**config.mk**
```make
export PLATFORM = sky130hd
export DESIGN_NAME = sclk_count_guard
export DESIGN_NICKNAME = d
export VERILOG_FILES = /design/src/rtl/sclk_guard_pkg.sv /design/src/rtl/sclk_edge_det.sv /design/src/rtl/sclk_sat_counter.sv /design/src/rtl/sclk_len_table.sv /design/src/rtl/sclk_count_guard.sv
export SDC_FILE = /design/constraint.sdc
export NUM_CORES = 1
export LEC_CHECK = 0
export BUFFER_PORTS_ARGS = -buffer_cell sky130_fd_sc_hd__buf_2
export CORE_MARGIN = 1
export CORE_UTILIZATION = 25
export CTS_BUF_LIST = sky130_fd_sc_hd__clkbuf_4 sky130_fd_sc_hd__clkbuf_8 sky130_fd_sc_hd__clkbuf_16
export DETAILED_ROUTE_END_ITERATION = 16
export SYNTH_ARGS = -nofsm -noshare
export SYNTH_HDL_FRONTEND = slang
export SYNTH_SLANG_ARGS = --single-unit
```
**constraint.sdc**
```tcl
create_clock -name clk -period 1.9 [get_ports clk]
set_input_delay 0.38 -clock clk [delete_from_list [all_inputs] [get_ports clk]]
set_output_delay 0.38 -clock clk [all_outputs]
set_load 0.005 [all_outputs]
```
**src/rtl/sclk_guard_pkg.sv**
```systemverilog
package sclk_guard_pkg;
  typedef enum logic [1:0] {
    CMD_WRITE = 2'b00,
    CMD_ERASE = 2'b01,
    CMD_ERAL  = 2'b10,
    CMD_WRAL  = 2'b11
  } guard_cmd_e;

  localparam logic [1:0] OP_EXT   = 2'b00;
  localparam logic [1:0] OP_WRITE = 2'b01;
  localparam logic [1:0] OP_READ  = 2'b10;
  localparam logic [1:0] OP_ERASE = 2'b11;

  localparam logic [1:0] SUB_WRAL = 2'b01;
  localparam logic [1:0] SUB_ERAL = 2'b10;
endpackage

```
**src/rtl/sclk_edge_det.sv**
```systemverilog
module sclk_edge_det (
  input  logic clk,
  input  logic rst,
  input  logic sig_i,
  output logic rise_o,
  output logic fall_o
);
  logic prev_q;

  always_ff @(posedge clk) begin
    if (rst) prev_q <= 1'b0;
    else     prev_q <= sig_i;
  end

  assign rise_o = sig_i & ~prev_q;
  assign fall_o = ~sig_i & prev_q;
endmodule

```
**src/rtl/sclk_sat_counter.sv**
```systemverilog
module sclk_sat_counter #(
  parameter int CNT_W = 6
) (
  input  logic             clk,
  input  logic             rst,
  input  logic             clr_i,
  input  logic             load_i,
  input  logic             inc_i,
  output logic [CNT_W-1:0] cnt_o
);
  localparam logic [CNT_W-1:0] CNT_MAX = {CNT_W{1'b1}};

  always_ff @(posedge clk) begin
    if (rst || clr_i)                   cnt_o <= '0;
    else if (load_i)                    cnt_o <= CNT_W'(1);
    else if (inc_i && cnt_o != CNT_MAX) cnt_o <= cnt_o + 1'b1;
  end
endmodule

```
**src/rtl/sclk_len_table.sv**
```systemverilog
module sclk_len_table
  import sclk_guard_pkg::*;
#(
  parameter int WORD_ADDR_W = 8,
  parameter int BYTE_DATA_W = 8,
  parameter int WORD_DATA_W = 16,
  parameter int CNT_W       = 6
) (
  input  logic [1:0]       op_i,
  input  logic [1:0]       sub_i,
  input  logic [CNT_W-1:0] cnt_i,
  input  logic             org_word_i,
  output logic             is_mod_o,
  output guard_cmd_e       cmd_o,
  output logic [CNT_W-1:0] exp_len_o
);
  localparam int HDR_LEN     = 3;
  localparam int SUB_LEN     = 5;
  localparam int BYTE_ADDR_W = WORD_ADDR_W + 1;
  localparam int ERASE_B     = HDR_LEN + BYTE_ADDR_W;
  localparam int ERASE_W     = HDR_LEN + WORD_ADDR_W;
  localparam int WRITE_B     = ERASE_B + BYTE_DATA_W;
  localparam int WRITE_W     = ERASE_W + WORD_DATA_W;

  logic has_data;

  always_comb begin
    is_mod_o = 1'b0;
    cmd_o    = CMD_WRITE;
    has_data = 1'b0;
    if (int'(cnt_i) >= HDR_LEN) begin
      unique case (op_i)
        OP_WRITE: begin is_mod_o = 1'b1; cmd_o = CMD_WRITE; has_data = 1'b1; end
        OP_ERASE: begin is_mod_o = 1'b1; cmd_o = CMD_ERASE; end
        OP_EXT: begin
          if (int'(cnt_i) >= SUB_LEN) begin
            if (sub_i == SUB_ERAL) begin
              is_mod_o = 1'b1; cmd_o = CMD_ERAL;
            end else if (sub_i == SUB_WRAL) begin
              is_mod_o = 1'b1; cmd_o = CMD_WRAL; has_data = 1'b1;
            end
          end
        end
        default: is_mod_o = 1'b0;
      endcase
    end
    if (has_data) exp_len_o = org_word_i ? CNT_W'(WRITE_W) : CNT_W'(WRITE_B);
    else          exp_len_o = org_word_i ? CNT_W'(ERASE_W) : CNT_W'(ERASE_B);
  end
endmodule

```
**src/rtl/sclk_count_guard.sv**
```systemverilog
module sclk_count_guard
  import sclk_guard_pkg::*;
#(
  parameter int WORD_ADDR_W = 8,
  parameter int BYTE_DATA_W = 8,
  parameter int WORD_DATA_W = 16
) (
  input  logic       clk,
  input  logic       rst,
  input  logic       cs_i,
  input  logic       sck_i,
  input  logic       sdi_i,
  input  logic       org_i,
  output logic       permit_o,
  output logic       reject_o,
  output logic [1:0] cmd_o
);
  localparam int MAX_LEN = 3 + WORD_ADDR_W + 1 +
                           ((WORD_DATA_W > BYTE_DATA_W) ? WORD_DATA_W : BYTE_DATA_W);
  localparam int CNT_W   = $clog2(MAX_LEN + 1) + 1;

  logic             sck_rise, sck_fall_unused;
  logic             cs_rise_unused, cs_fall;
  logic [CNT_W-1:0] cnt;
  logic             start_hit, bit_hit;
  logic [1:0]       op_q, sub_q;
  logic             org_q;
  logic             is_mod;
  guard_cmd_e       cmd_dec;
  logic [CNT_W-1:0] exp_len;

  sclk_edge_det u_sck_edge (
    .clk(clk), .rst(rst), .sig_i(sck_i),
    .rise_o(sck_rise), .fall_o(sck_fall_unused)
  );

  sclk_edge_det u_cs_edge (
    .clk(clk), .rst(rst), .sig_i(cs_i),
    .rise_o(cs_rise_unused), .fall_o(cs_fall)
  );

  assign start_hit = cs_i && sck_rise && (cnt == '0) && sdi_i;
  assign bit_hit   = cs_i && sck_rise && (cnt != '0);

  sclk_sat_counter #(.CNT_W(CNT_W)) u_cnt (
    .clk(clk), .rst(rst), .clr_i(~cs_i),
    .load_i(start_hit), .inc_i(bit_hit), .cnt_o(cnt)
  );

  always_ff @(posedge clk) begin
    if (rst || !cs_i) begin
      op_q  <= 2'b00;
      sub_q <= 2'b00;
      org_q <= 1'b0;
    end else begin
      if (start_hit) org_q <= org_i;
      if (bit_hit) begin
        case (int'(cnt))
          1: op_q[1]  <= sdi_i;
          2: op_q[0]  <= sdi_i;
          3: sub_q[1] <= sdi_i;
          4: sub_q[0] <= sdi_i;
          default: ;
        endcase
      end
    end
  end

  sclk_len_table #(
    .WORD_ADDR_W(WORD_ADDR_W), .BYTE_DATA_W(BYTE_DATA_W),
    .WORD_DATA_W(WORD_DATA_W), .CNT_W(CNT_W)
  ) u_len (
    .op_i(op_q), .sub_i(sub_q), .cnt_i(cnt), .org_word_i(org_q),
    .is_mod_o(is_mod), .cmd_o(cmd_dec), .exp_len_o(exp_len)
  );

  always_ff @(posedge clk) begin
    if (rst) begin
      permit_o <= 1'b0;
      reject_o <= 1'b0;
      cmd_o    <= 2'b00;
    end else if (cs_fall && is_mod) begin
      permit_o <= (cnt == exp_len);
      reject_o <= (cnt != exp_len);
      cmd_o    <= cmd_dec;
    end else begin
      permit_o <= 1'b0;
      reject_o <= 1'b0;
      cmd_o    <= 2'b00;
    end
  end
endmodule

```
# ---- Word-level counts from Yosys, hierarchy flattened
# Index checks and enable logic that the tools add are counted.
dict set report word_totals {
  mem_bits_ro 0
  elab_cells 71
  in_bits 6
  register_bits 17
  n_memories 0
  ram_bits 0
  output_inout_bits 4
  latch_bits 0
}
dict set report classes {
  div 0
  shift 0
  reduce_logical 21
  magnitude_cmp 2
  multipliers 0
  mux 18
  n_eq_ne 11
  bitwise 6
  add_sub_neg 1
}
# operator count
set ops {}
lappend ops {{$eq A6 B2 Y1 const B} 2}
lappend ops {{$mux W1} 9}
lappend ops {{$reduce_and A2 Y1} 4}
lappend ops {{$add A6 B1 Y6 const B} 1}
lappend ops {{$eq A6 B1 Y1 const B} 1}
lappend ops {{$eq A6 B3 Y1 const B} 1}
lappend ops {{$eq A6 B6 Y1} 1}
lappend ops {{$ge A6 B2 Y1 const B} 1}
lappend ops {{$ge A6 B3 Y1 const B} 1}
lappend ops {{$logic_and A1 B1 Y1} 6}
lappend ops {{$logic_not A6 Y1} 1}
lappend ops {{$mux W2} 3}
lappend ops {{$mux W6} 1}
lappend ops {{$ne A6 B6 Y1} 1}
lappend ops {{$ne A6 B6 Y1 const B} 1}
lappend ops {{$reduce_bool A6 Y1} 1}
lappend ops {{$reduce_or A2 Y1} 3}
lappend ops {{$eq A2 B1 Y1 const B} 2}
lappend ops {{$eq A2 B2 Y1 const B} 2}
lappend ops {{$mux W4} 1}
lappend ops {{$not A1 Y1} 4}
lappend ops {{$pmux W1 S2} 2}
lappend ops {{$pmux W2 S2} 1}
lappend ops {{$mux W3} 1}
lappend ops {{6 further kinds} 8}

# ---- Longest topological paths before layout
# Gate-level depths: netlist (run 1).
dict set report logic_depth {
  word_depth 9
  depth_mapped 6
  ltp_nobuf 6
}

# ---- Cells and area by module
# Synthesis (run 1) repeated with hierarchy kept, for this count alone.
dict set report hier_totals {
  hier_cells 130
  hier_area_um2 1098.6
}
# module cells_per_inst area_each_um2 n_inst seq_area_each_um2
set by_module_without_submodules {}
lappend by_module_without_submodules {sclk_count_guard 55 483.0 1 180.2}
lappend by_module_without_submodules {sclk_sat_counter 37 320.3 1 120.1}
lappend by_module_without_submodules {sclk_len_table 30 217.7 1 0.0}
lappend by_module_without_submodules {sclk_edge_det 4 38.8 2 20.0}

# ---- Least setup slack after synthesis (run 1)
# No wires, ideal clock.
dict set report synth_timing {
  path_kind {reg-to-reg}
  from {register u_cnt.cnt_o[0]}
  to {register u_cnt.cnt_o[0]}
  t_arrival_ns 1.421
  slack_ns 0.393
  stages_incl_launch_ff 6
  period_less_slack_ns 1.507
  n_path_buf 0
  required_time_ns 1.814
  setup_ns 0.086
  path_cell_list {dfxtp_1 ha_1 nand4_2 o21a_1 a21o_1 a221oi_2}
}
dict set report synth_via {
  elab_chain_cells 4
  elab_cells_between_ends 11
  cone_classes {add/sub (1); eq/ne (1); mux (2); reduce/logical (7)}
}
# element line
set synth_rtl {}
lappend synth_rtl {{from (decl)} sclk_sat_counter.sv:9} ;# output logic [CNT_W-1:0] cnt_o
lappend synth_rtl {{from (signal assigned)} sclk_sat_counter.sv:16} ;# else if (inc_i && cnt_o != CNT_MAX) cnt_o <= cnt_o + 1'b1;
lappend synth_rtl {{parallel branches: the longest is 4 deep, another holds $add A6 B1 Y6} n/a}
# Several ways; the timed one is not identified. The select of a mux whose other input is x is not followed.
# A chain may end at the register's enable or synchronous reset.

# ---- Worst setup path in the final report (run 1)
dict set report layout_timing {
  from {register u_cnt.cnt_o[0]}
  to {register cmd_o[0]}
}
dict set report layout_via {
  elab_chain_cells 7
  elab_cells_between_ends 11
  cone_classes {order compare (2); mux (5); bitwise (2); reduce/logical (2)}
}
# element line
set layout_rtl {}
lappend layout_rtl {{$ge A6 B3 Y1} sclk_len_table.sv:36} ;# if (int'(cnt_i) >= SUB_LEN) begin
lappend layout_rtl {{$mux W1} sclk_len_table.sv:36}
lappend layout_rtl {{$pmux W1 S2} sclk_len_table.sv:32} ;# unique case (op_i)
lappend layout_rtl {{$mux W1} sclk_len_table.sv:31} ;# if (int'(cnt_i) >= HDR_LEN) begin
lappend layout_rtl {{$logic_and A1 B1 Y1} sclk_count_guard.sv:82} ;# end else if (cs_fall && is_mod) begin
lappend layout_rtl {{$not A1 Y1 (no source line)} n/a}
lappend layout_rtl {{$reduce_or A3 Y1 (no source line)} n/a}
lappend layout_rtl {{to (signal assigned)} sclk_count_guard.sv:85} ;# cmd_o <= cmd_dec;
lappend layout_rtl {{to (decl)} sclk_count_guard.sv:16} ;# output logic [1:0] cmd_o
# Parallel ways exist; a longest one is shown, timed or not.

==> metrics.cfg, run 1 <==
[cells_and_area]
nets = 136
fillCellCount = 415
drive_gt1_share_pct = 26.1
area_delta_synth_final_pct = 14.3
num_antenna_cells = 0

[synth]
synth_top_area_share_pct = 33.3
synth_seq_cells = 17
synthMuxAreaShare_pct = 1.96
synthesis.area_sq_um = 1020
synth-seq-area-share_pct = 33.3
yosysMostFrequentCell = dfxtp_1
synthXorXnorAreaFrac_pct = 0
ys_async_sr_fraction_pct = 0
synth.area.top_cells = dfxtp_1 33%, ha_1 12%, nand4b_1 3.4%, inv_1 3.3%, nand3_1 2.9%
ys_warn_count = 0
synthSimpleGateAreaFrac_pct = 28.9
synth-main-ff-cell = dfxtp_1
syn-num-nets = 122
synth_top_family_by_area = simple AND/OR/NAND/NOR gates
syn_inst = 106
synth_cell_types = 40
synth_common_cells = 17 x dfxtp_1, 10 x ha_1, 9 x inv_1, 6 x nand3_1, 5 x o21ai_1
synth_compound_area_share_pct = 17.5
yosys.area.top_type = dfxtp_1
syn_area_per_cell_sq_um = 9.66
synthAdderAreaFrac_pct = 12.2
synth_edf_count = 0

[sta]
slew_viol_final = 0
period_share_pct = 90.5
slew_headroom_pct = 69.6
worst_pin_slew_ns = 0.452
worst_hold_slack_ns = 0.330
setup_violations = 0
period_needed_ns = 1.72
totalNegativeSetupSlack_ns = 0
rsz0062_at_grt = false
max_freq_ghz = 0.581
fin_skew_ns = 0.00113
finalHoldViolCount = 0

[place]
dpl.hpwl_mm = 1.63
place_congestion = 0.776
port_buffers = 9

[setup_path]
required_ns = 2.06
r2r_end = cmd_o[0]$_SDFF_PP0_
crit_type = reg -> reg
crit-reg2reg-launch = u_cnt.cnt_o[0]$_SDFFE_PP0P_
reg2reg_depth = 6
crit_fanout = 8
end_kind = flip-flop
reg2reg_slack_ns = 0.18
start_kind = flip-flop
cp.arrival_ns = 1.88

[pwr]
p_leak_nw = 0.464
vdd_drop_max_uv = 281
powerDensity_nw_per_um2 = 585

[drt]
drtAntennaViolNets = 0
routed_wl_mm = 2.11
vias = 843
wire_per_inst_um = 12.6
drtIter0Drc = 13
drtPass1Iterations = 2
drc = 0
via_per_inst = 5.05

[clocking]
cts_tree = done
cts_resized = 0
cts_setup_buffers = 0
clock_sinks = 17
clockBufferDepth = 2
cts_max_level = 1
cts-buffers-inserted = 3
cts_hold_buffers = 0
cts-root-buf = clkbuf_8
insertion_delay_ns = 0.25
cts.reportedPaths.clkPinSlew_ns = 0.07

[min_path]
min_to = u_sck_edge.prev_q$_SDFF_PP0_
hold_class = in -> reg
hold_depth = 2
min_from = rst

[grt]
grt_pass1_vias = 839
antenna_found_initial = 0
overflow = 0
grt_max_degree = 11
track_usage_pct = 11.2
grt_first_pass_wirelength_mm = 3.61

[floorplanning]
core_sq_um = 3800
die_w_um = 66.0
num_rows = 22
start_util_pct = 26.9
boundaryPins = 10
die_y_um = 66.0
die_area_sq_um = 4350

[job]
maxCapViolCount = 0

[run_status]
outcome = complete, no violations

logic make-up after synthesis:
family | Yosys count
AND/OR/NAND/NOR | 42
AO/OA/AOI/OAI | 22
multiplexers | 2
adder cells (fa/ha/maj) | 10
flip-flops | 17
buffers and inverters | 13
flip-flops by register name, summed over array words and instances (netlist names):
name               cells
u_cnt.cnt_o            6
cmd_o                  2
op_q                   2
sub_q                  2
org_q                  1
permit_o               1
reject_o               1
u_cs_edge.prev_q       1
u_sck_edge.prev_q      1
worst max-delay path by stage:
stage	from	to	slack, ns	depth (start not counted)
2_1_floorplan	u_cnt.cnt_o[0]$_SDFFE_PP0P_	u_cnt.cnt_o[0]$_SDFFE_PP0P_	0.39	5
3_3_place_gp	u_cnt.cnt_o[0]$_SDFFE_PP0P_	cmd_o[0]$_SDFF_PP0_	0.27	6
3_5_place_dp	u_cnt.cnt_o[0]$_SDFFE_PP0P_	cmd_o[0]$_SDFF_PP0_	0.21	6
4_1_cts	u_cnt.cnt_o[0]$_SDFFE_PP0P_	cmd_o[0]$_SDFF_PP0_	0.16	6
5_1_grt	u_cnt.cnt_o[0]$_SDFFE_PP0P_	cmd_o[0]$_SDFF_PP0_	0.01	6
6_report	u_cnt.cnt_o[0]$_SDFFE_PP0P_	cmd_o[0]$_SDFF_PP0_	0.18	6
cell usage in the layout (no fill, tap or decap), types with 3 or more instances in the layout:
| cell type | synthesis | final |
|---|---|---|
| dfxtp_1 | 17 | 17 |
| nor3_1 | 4 | 4 |
| inv_1 | 9 | 9 |
| buf_2 | 0 | 9 |
| ha_1 | 10 | 10 |
| nand4b_1 | 4 | 4 |
| clkbuf_8 | 0 | 3 |
| o21ai_1 | 5 | 5 |
| nand3_1 | 6 | 6 |
| nor2_1 | 4 | 4 |
| nand4_1 | 3 | 3 |
layer usage:
metal  share of wire [%]  up-vias  wire length (um)  global-route usage [%]
li1                    -      424                 -                       -
met1                  47      402               987                    12.1
met2                  47       12               992                    19.4
met3                 3.8        5                80                    4.14
met4                 2.2        0                46                    4.79
met5                   0        -                 0                       0
final cells by class:
cell class / instances / area [sq um] / share of cell area [%]
clock buffers: 4 / 48.8 / 4.17
multi-input cells: 76 / 619 / 52.9
inverters: 11 / 41.3 / 3.53
well taps: 48 / 60.1 / 5.13
flip-flops and latches: 17 / 340 / 29.1
repair buffers: 11 / 60.1 / 5.13
worst max-delay path: stages, from the launching register on:
cell and delay (ns):
dfxtp_1 0.47, inv_1 0.16, ha_1 0.23, nor2b_1 0.13, o21ai_1 0.22, a311oi_2 0.17, nor4_1 0.25
power breakdown:
group	internal [mW]	switching, mW
combinational	0.0136	0.0206
sequential	0.359	0.00180
clock	0.163	0.125
total	0.536	0.148
per-stage QoR:
stage | setup slack (ns) | instance area [sq um] | power [mW] | std cells | utilization [%]
global placement | 0.267 | 1120 | 0.403 | 163 | 29.5
global route | 0.0110 | 1170 | 0.710 | 167 | 30.8
floorplan | 0.393 | 1020 | 0.390 | 106 | -
detailed placement | 0.208 | 1120 | 0.403 | 163 | 29.5
CTS | 0.163 | 1170 | 0.692 | 167 | 30.8
finish | 0.180 | 1170 | 0.684 | 167 | 30.8
(Power assumes the default switching activity.)
==> run 2, diff against run 1 <==
ABC_AREA = 1   (was not set)
==> run 2 against run 1 <==
  * Sequential share of layout area fell by 0.99 points
  * Die area increased by 3.2%
  * Critical endpoint is now reject_o$_SDFF_PP0_
  * Sequential cell count is the same
  * Critical path depth increased by 6
  * Clock power down 9.0%
  * Utilization decreased by 0.73 points
  * Largest cell class unchanged
  * Sequential power about the same
==> metrics.cfg, run 2 <==
[floorplanning]
start_util_pct = 26.2  ; -0.70 points
die_y_um = 67.0  ; +1.6%
boundaryPins = 10  ; unchanged
core_sq_um = 4030  ; +6.1%
die_area_sq_um = 4490  ; +3.2%
num_rows = 23  ; +4.5%
die_w_um = 67.0  ; +1.6%

[drt]
via_per_inst = 4.29  ; -15%
drc = 0  ; unchanged
vias = 867  ; +2.8%
drtPass1Iterations = 4  ; +2
routed_wl_mm = 1.95  ; -7.5%
drtAntennaViolNets = 0  ; unchanged
wire_per_inst_um = 9.65  ; -24%
drtIter0Drc = 34  ; +21

[synth]
synthAdderAreaFrac_pct = 11.8  ; -0.39 points
synth.area.top_cells = dfxtp_1 32%, ha_1 12%, inv_1 8.5%, nand2_1 7.5%, nand2_2 4.1%
syn_area_per_cell_sq_um = 7.61  ; -21%
synthesis.area_sq_um = 1060  ; +3.3%
syn_inst = 139  ; +31%
synth-seq-area-share_pct = 32.2  ; -1.1 points
synth_top_family_by_area = simple AND/OR/NAND/NOR gates
ys_async_sr_fraction_pct = 0  ; unchanged
yosysMostFrequentCell = inv_1
synthMuxAreaShare_pct = 0  ; -2.0 points
synth_common_cells = 24 x inv_1, 21 x nand2_1, 17 x dfxtp_1, 11 x nor2_1, 10 x ha_1
synthXorXnorAreaFrac_pct = 0.828  ; +0.83 points
synth_compound_area_share_pct = 10.2  ; -7.3 points
synthSimpleGateAreaFrac_pct = 36.1  ; +7.2 points
synth-main-ff-cell = dfxtp_1
synth_edf_count = 0  ; unchanged
ys_warn_count = 0  ; unchanged
syn-num-nets = 155  ; +27%
yosys.area.top_type = dfxtp_1
synth_seq_cells = 17  ; unchanged
synth_top_area_share_pct = 32.2  ; -1.1 points
synth_cell_types = 26  ; -35%

[pwr]
p_leak_nw = 0.520  ; +12%
powerDensity_nw_per_um2 = 543  ; -7.1%
vdd_drop_max_uv = 263  ; -6.2%
total_power_mw = 0.658  ; -3.8%

[setup_path]
reg2reg_depth = 12  ; +6
start_kind = flip-flop
path_cells = inv_1 -> ha_1 -> nand2_1 -> nand2_1 -> nand2_2 -> nand3_2 -> nand2_2 -> nand3_1 -> nand2_1 -> nand2_1 -> nor2_1 -> nor2_1
cp.arrival_ns = 1.74  ; -0.14 ns
path_depth = 12  ; +6
required_ns = 2.04  ; -0.02 ns
critPathTopFamily = simple AND/OR/NAND/NOR gates
cpMaxStageDelayCell = dfxtp_1
crit_type = reg -> reg
crit_top_cell = nand2_1
reg2reg_slack_ns = 0.31  ; +0.13 ns
crit-reg2reg-launch = u_cnt.cnt_o[0]$_SDFFE_PP0P_
startpoint = u_cnt.cnt_o[0]$_SDFFE_PP0P_
end_kind = flip-flop
crit_fanout = 7  ; -1
r2r_end = reject_o$_SDFF_PP0_
path_buf_inv = 1  ; unchanged
cpPeakStageDelay_ns = 0.45  ; -0.02 ns
crit_end = reject_o$_SDFF_PP0_

[grt]
track_usage_pct = 10.1  ; -1.1 points
globalRouteMet2Util_pct = 16.6  ; -2.8 points
overflow = 0  ; unchanged
grt_first_pass_wirelength_mm = 3.39  ; -5.9%
antenna_found_initial = 0  ; unchanged
top_usage_layer = met2
grt_max_degree = 11  ; unchanged
grt_pass1_vias = 795  ; -5.2%
gr-usage-met1_pct = 12.0  ; -0.17 points
use_met3_pct = 4.11  ; -0.028 points

[cells_and_area]
final_cell_mix = 24 x inv_1, 21 x nand2_1, 17 x dfxtp_1
final_common_cell = inv_1
fillCellCount = 454  ; +9.4%
drive_gt1_share_pct = 22.4  ; -3.7 points
area_delta_synth_final_pct = 14.6
nets = 169  ; +24%
num_antenna_cells = 0  ; unchanged
largest_reg_flops = 6  ; unchanged
largest_register = u_cnt.cnt_o
design_area_sq_um = 1210  ; +3.5%

[sta]
period_needed_ns = 1.59  ; -0.125 ns
slew_headroom_pct = 74.3  ; +4.7 points
totalNegativeSetupSlack_ns = 0  ; unchanged
fin_skew_ns = 0.00469  ; +0.00355 ns
setup_violations = 0  ; unchanged
max_freq_ghz = 0.627  ; +7.9%
setup_ws_ns = 0.306  ; +0.125 ns
period_share_pct = 83.9  ; -6.6 points
worst_pin_slew_ns = 0.385  ; -0.0672 ns
slew_viol_final = 0  ; unchanged
finalHoldViolCount = 0  ; unchanged
rsz0062_at_grt = false

[clocking]
insertion_delay_ns = 0.25  ; about the same
cts-buffers-inserted = 3  ; unchanged
clock_sinks = 17  ; unchanged
cts_hold_buffers = 0  ; unchanged
cts_resized = 0  ; unchanged
cts_max_level = 1  ; unchanged
cts-root-buf = clkbuf_8
clockBufferDepth = 2  ; unchanged
cts_setup_buffers = 0  ; unchanged
cts_tree = done
cts.reportedPaths.clkPinSlew_ns = 0.07  ; about the same

[run_status]
outcome = complete, no violations

[place]
place_congestion = 0.792  ; +2.0%
dp_slack_ns = 0.301  ; +0.0934 ns
port_buffers = 9  ; unchanged
dpl.hpwl_mm = 1.59  ; -3.0%
placed_cell_area_sq_um = 1160  ; +3.9%

[job]
maxCapViolCount = 0  ; unchanged

[min_path]
hold_class = in -> reg

==> run 2: cell count changes in the layout (fill, tap and decap cells not counted), sizes merged, moves of 3 or more <==
cell and change:
a21oi +4, inv +14, nand2 +26, nand3 +4, nand4b -4, nor2 +12
nor4 -3, o21ai +3
==> run 2: kinds of logic after synthesis <==
group                    Yosys count
AND/OR/NAND/NOR                   67
buffers and inverters             25
AO/OA/AOI/OAI                     19
flip-flops                        17
adder cells (fa/ha/maj)           10
XOR/XNOR                           1
==> run 2: worst reg2reg max path, delay by kind of cell (launching register included) <==
kind,cells,cell delay (ns)
simple gates,10,0.71
flops,1,0.45
fa+ha+maj,1,0.20
buf+inv,1,0.12
==> run 2: per-layer routing <==
| layer | routed length (um) | part of all wire, % |
|---|---|---|
| met5 | 0 | 0 |
| met4 | 8 | 0.41 |
| met3 | 98 | 5.0 |
| met2 | 872 | 45 |
| met1 | 970 | 50 |
==> run 2: worst min-delay path by stage <==
stage / depth (start not counted) / endpoint / slack (ns) / start
floorplan: 2 / sub_q[0]$_SDFFE_PP0P_ / 0.43 / sub_q[0]$_SDFFE_PP0P_
global placement: 2 / sub_q[0]$_SDFFE_PP0P_ / 0.44 / sub_q[0]$_SDFFE_PP0P_
detailed placement: 2 / sub_q[0]$_SDFFE_PP0P_ / 0.44 / sub_q[0]$_SDFFE_PP0P_
CTS: 2 / u_sck_edge.prev_q$_SDFF_PP0_ / 0.32 / rst
global route: 2 / u_sck_edge.prev_q$_SDFF_PP0_ / 0.32 / rst
finish: 2 / u_sck_edge.prev_q$_SDFF_PP0_ / 0.32 / rst
==> run 2: per-stage QoR <==
stage	hold slack [ns]	instances	util (%)
after floorplan	0.427	139	-
after global placement	0.441	198	28.9
after detailed placement	0.443	198	28.9
after CTS	0.319	202	30.1
after global routing	0.317	202	30.1
final	0.320	202	30.1
==> run 2: area by class of cell <==
type,count,area [sq um],share of cell area (%)
Inverter,25,93.8,7.75
Timing Repair Buffer,9,45.0,3.72
Tap cell,50,62.6,5.17
Multi-Input combinational cell,97,623,51.4
Clock inverter,1,5.00,0.413
Sequential cell,17,340,28.1
Clock buffer,3,41.3,3.41
==> run 2: where the power goes <==
| group | internal, mW | leakage, nW | switching (mW) | total (mW) |
|---|---|---|---|---|
| registers | 0.360 | 0.137 | 0.00234 | 0.362 |
| logic | 0.0116 | 0.357 | 0.0218 | 0.0334 |
| clock network | 0.145 | 0.0255 | 0.117 | 0.263 |
